[config.mk]
export PLATFORM = sky130hd
export DESIGN_NAME = irq_bank
export DESIGN_NICKNAME = d
export VERILOG_FILES = /design/src/rtl/irq_bank.sv
export SDC_FILE = /design/constraint.sdc
export NUM_CORES = 1
export LEC_CHECK = 0
export ABC_AREA = 1
export BUFFER_PORTS_ARGS = -buffer_cell sky130_fd_sc_hd__buf_2
export CORE_MARGIN = 2
export CORE_UTILIZATION = 47
export DETAILED_ROUTE_END_ITERATION = 8
export PLACE_DENSITY = 0.74
export SYNTH_ARGS = -nofsm -noshare
export SYNTH_HDL_FRONTEND = slang
export SYNTH_SLANG_ARGS = --single-unit
[constraint.sdc]
create_clock -name clk_i -period 1 [get_ports clk_i]
set_input_delay 0.15 -clock clk_i [delete_from_list [all_inputs] [get_ports clk_i]]
set_output_delay 0.15 -clock clk_i [all_outputs]
set_load 0.01 [all_outputs]
[src/rtl/irq_bank.sv]
module irq_bank #(
  parameter int NUM_SRC = 32,
  parameter int DW      = 32,
  parameter int AW      = 8
) (
  input  logic               clk_i,
  input  logic               rst_ni,
  input  logic [AW-1:0]      reg_addr_i,
  input  logic               reg_we_i,
  input  logic [DW-1:0]      reg_wdata_i,
  output logic [DW-1:0]      reg_rdata_o,
  input  logic [NUM_SRC-1:0] event_i,
  output logic [NUM_SRC-1:0] irq_o
);
  localparam int WORD_BYTES = DW / 8;
  localparam logic [AW-1:0] OFF_STATE = '0;
  localparam logic [AW-1:0] OFF_EN    = AW'(WORD_BYTES);
  localparam logic [AW-1:0] OFF_TEST  = AW'(2 * WORD_BYTES);

  logic [NUM_SRC-1:0] state_q, en_q, evt_q, irq_q;
  logic [NUM_SRC-1:0] wmask, test_set, hw_set, sw_clr;
  logic hit_state, hit_en, hit_test;

  assign hit_state = reg_addr_i == OFF_STATE;
  assign hit_en    = reg_addr_i == OFF_EN;
  assign hit_test  = reg_addr_i == OFF_TEST;

  assign wmask    = reg_wdata_i[NUM_SRC-1:0];
  assign test_set = (reg_we_i && hit_test) ? wmask : '0;
  assign hw_set   = (event_i & ~evt_q) | test_set;
  assign sw_clr   = (reg_we_i && hit_state) ? wmask : '0;

  always_ff @(posedge clk_i) begin
    if (!rst_ni) begin
      evt_q   <= '0;
      state_q <= '0;
      en_q    <= '0;
      irq_q   <= '0;
    end else begin
      evt_q   <= event_i;
      state_q <= (state_q & ~sw_clr) | hw_set;
      if (reg_we_i && hit_en) en_q <= wmask;
      irq_q   <= state_q & en_q;
    end
  end

  always_comb begin
    reg_rdata_o = '0;
    if (hit_state)   reg_rdata_o = DW'(state_q);
    else if (hit_en) reg_rdata_o = DW'(en_q);
  end

  assign irq_o = irq_q;
endmodule

# Word level (Yosys, flattened, before mapping)
# Cells that the tools add are included.
# word_totals
wordCells	21
ff_bits	128
output_inout_bits	64
inputBits	75
# classes
n_reduce_logical	4
bitwise	7
n_mux	4
n_eq_ne	2
# op_table
cell	n
$mux 32	4
$and 32x32->32	3
$not 32->32	2
$or 32x32->32	2
$eq 8x3->1 const B	1
$eq 8x4->1 const B	1
$logic_not 8->1	1
$logic_and 1x1->1	3

# Longest topological paths before layout
# depth
word_depth	6
mapped_depth	8
mapped_depth_nobuf	7

# Worst setup path before layout
# No wires, ideal clock.
# synth_timing
path_type	input -> output
start	input port reg_addr_i[7]
end	output port reg_rdata_o[2]
n_path_buf	1
cell_stages	6
arrival_time_ps	1023
path_slack_ps	-173
t_required_ps	850
cell_sequence	nor2_1 -> nand2_2 -> nor2_4 -> buf_4 -> inv_2 -> o22ai_1
# synth_between
elab_chain_cells	3
elab_cells_between_ends	4
classes_between	1 x eq/ne; 2 x mux; 1 x reduce/logical
# synth_rtl
element	line_no	rtl
from (decl)	8	input logic [AW-1:0] reg_addr_i,
$eq 8x3->1	25	assign hit_en = reg_addr_i == OFF_EN;
$mux 32	50	else if (hit_en) reg_rdata_o = DW'(en_q);
$mux 32 (*)	49	if (hit_state) reg_rdata_o = DW'(state_q);
to (decl)	11	output logic [DW-1:0] reg_rdata_o,
# Every way passes the cells marked *; elsewhere a longest branch is shown, timed or not.

# Worst setup path after layout
# layout_timing
start	input port reg_addr_i[0]
end	output port reg_rdata_o[3]
# The elaborated chain is that of the path after synthesis.

==> flow_summary.ini <==
[run_status]
status = finished with violations
violations = negative setup slack

[setup_path]
worst_setup_path_start_kind = primary input
crit_path_end_kind = output pin
crit_type = primary input to output pin
required_ps = 850
r2r_slack_ps = 330
cp.arrival_ps = 1220
crit_fanout = 8

[global_routing]
grt_max_degree = 41
grt_pass1_vias = 4953
grt_overflow_total = 0
grt_pass1_wl_microns = 23500
grt_usage = 0.252
antenna_found_initial = 0

[synthesis]
synth.avg_cell_area_sq_um = 6.92
ys_warn_count = 0
synth_ff_type = dfxtp_1
async_flop_share = 0
syn_nets = 841
synth_cells = 766
ys_ff_latch = 128
yosysSeqAreaShare = 0.483
syn-cell-area_sq_um = 5300
synth.distinct_cells = 19
synth_edf_count = 0

[die]
num_rows = 38
core_area_sq_um = 10900
ios = 139
die_area_sq_um = 12200
start_util = 0.485
die_y_microns = 110
die_w_microns = 110

[timing]
worstMarginPinSlew_ps = 442
finClkSkew_ps = 6.63
layout_setup_ws_ps = -375
rsz0062_at_grt = true
slew_violations = 0
period_needed_ps = 1370
report.final.setup_viol = 44
timing.fmax_mhz = 728
finalHoldViolCount = 0
finalCritPeriodShare = 1.37
relSlewSlack = 0.705

[power]
vdd_drop_max_mv = 1.67
p_per_area_nw_per_um2 = 1650
p_leak_nw = 3.82

[layout]
final_core_util = 0.710
drive_gt1_frac = 0.267
nets = 1022
final_cell_mix = nand2_1, nand3_1, dfxtp_1, buf_2, inv_1
synthToLayoutAreaGrowth_pct = 46.4
finalNonFillerCells = 1100
final_common_cell = nand2_1
diodes = 0

[route]
drt_first_pass_iters = 5
antenna_left = 0
wl_microns = 15200
num_vias = 5436
avgViaCountPerCell = 4.94
wl_per_cell_microns = 13.8
drc = 0
drt_iter0_drc = 318

[clock_network]
cts.sinks = 128
cts_tree = done
insertion_delay_ps = 420
clockBufferDepth = 2
cts_root_buffer = clkbuf_16
cts.clk_slew.worst_paths_ps = 60
numCtsBuffers = 17
h-tree-depth = 4

[place]
gp_congestion = 0.798
io_buffer_count = 138
dp_cells = 1023
dp_slack_ps = -415
dp_hpwl_microns = 8640

[run]
drv_cap = 0

[hold_path]
hp-class = primary input to flop
## flip-flops by register name (all words and copies together) (netlist names)
register	count
state_q	32
evt_q	32
en_q	32
irq_o	32
## synthesized netlist by cell type (3+ instances only)
cell type	number	area [sq um]
nand2_1	252	946
dfxtp_1	128	2560
nand3_1	127	636
inv_1	101	379
a21oi_1	64	320
nor2_1	34	128
buf_2	22	110
clkbuf_1	14	52.6
inv_2	4	15.0
buf_1	3	11.3
buf_4	3	22.5
buf_6	3	33.8
## path summary, 6_finish.rpt
check / from / end / cells past startpoint
setup / recovery: reg_addr_i[0] / reg_rdata_o[3] / 8
hold / removal: reg_wdata_i[31] / en_q[31]$_SDFFE_PN0P_ / 3
setup reg to reg: en_q[23]$_SDFFE_PN0P_ / en_q[23]$_SDFFE_PN0P_ / 2
hold reg to reg: en_q[16]$_SDFFE_PN0P_ / irq_o[16]$_SDFF_PN0_ / 2
## metal layers
metal	vias up	share of wire	GRT usage
li1	2734	-	-
met1	2490	0.43	0.307
met2	190	0.49	0.420
met3	22	0.064	0.0711
met4	0	0.016	0.0991
met5	-	0	0
## report_power, final
part	internal, W	total [W]	switching [W]
combinational	0.000412	0.000908	0.000496
clock	0.00422	0.00653	0.00231
sequential	0.00527	0.00537	0.0000937
## per-stage QoR
stage / power, W / hold slack [ps] / TNS [ps] / instance area [sq um]
2_1_floorplan: 0.00586 / 243 / -3850 / 5380
3_3_place_gp: 0.00622 / 343 / -26610 / 6340
3_5_place_dp: 0.00624 / 346 / -27740 / 6340
4_1_cts: 0.0129 / 10.4 / -11110 / 7510
5_1_grt: 0.0132 / 18.6 / -15080 / 7770
6_report: 0.0128 / 25.4 / -11910 / 7770
## worst max-delay path, cell delays in order
cell and delay (ps):
buf_6 100, nor2_4 160, nand2_2 100, nor2_4 250
buf_12 170, inv_4 50, o22ai_4 140, buf_6 120
## cell families after synthesis
logic type / synth area share
buffers and inverters: 0.118
flip-flops: 0.483
AO/OA/AOI/OAI: 0.0628
AND/OR/NAND/NOR: 0.336
## area by class of cell
| cell class | count | area (sq um) |
|---|---|---|
| Fill cell | 879 | 3170 |
| Sequential cell | 128 | 2590 |
| Multi-Input combinational cell | 487 | 2220 |
| Timing Repair Buffer | 207 | 1750 |
| Clock buffer | 18 | 439 |
| Inverter | 106 | 402 |
| Clock inverter | 14 | 190 |
| Tap cell | 140 | 175 |
## what timing repair did
item | CTS | global route
setup buffers | 5 | 5
hold buffers | 32 | 0
endpoints found under the hold margin | 32 | 0
resized for setup | 26 | 47
pin swaps | 11 | 4
setup endpoints to repair | 56 | 77
cloned | 2 | 3
Note: power is estimated with default switching activity, not from simulation.
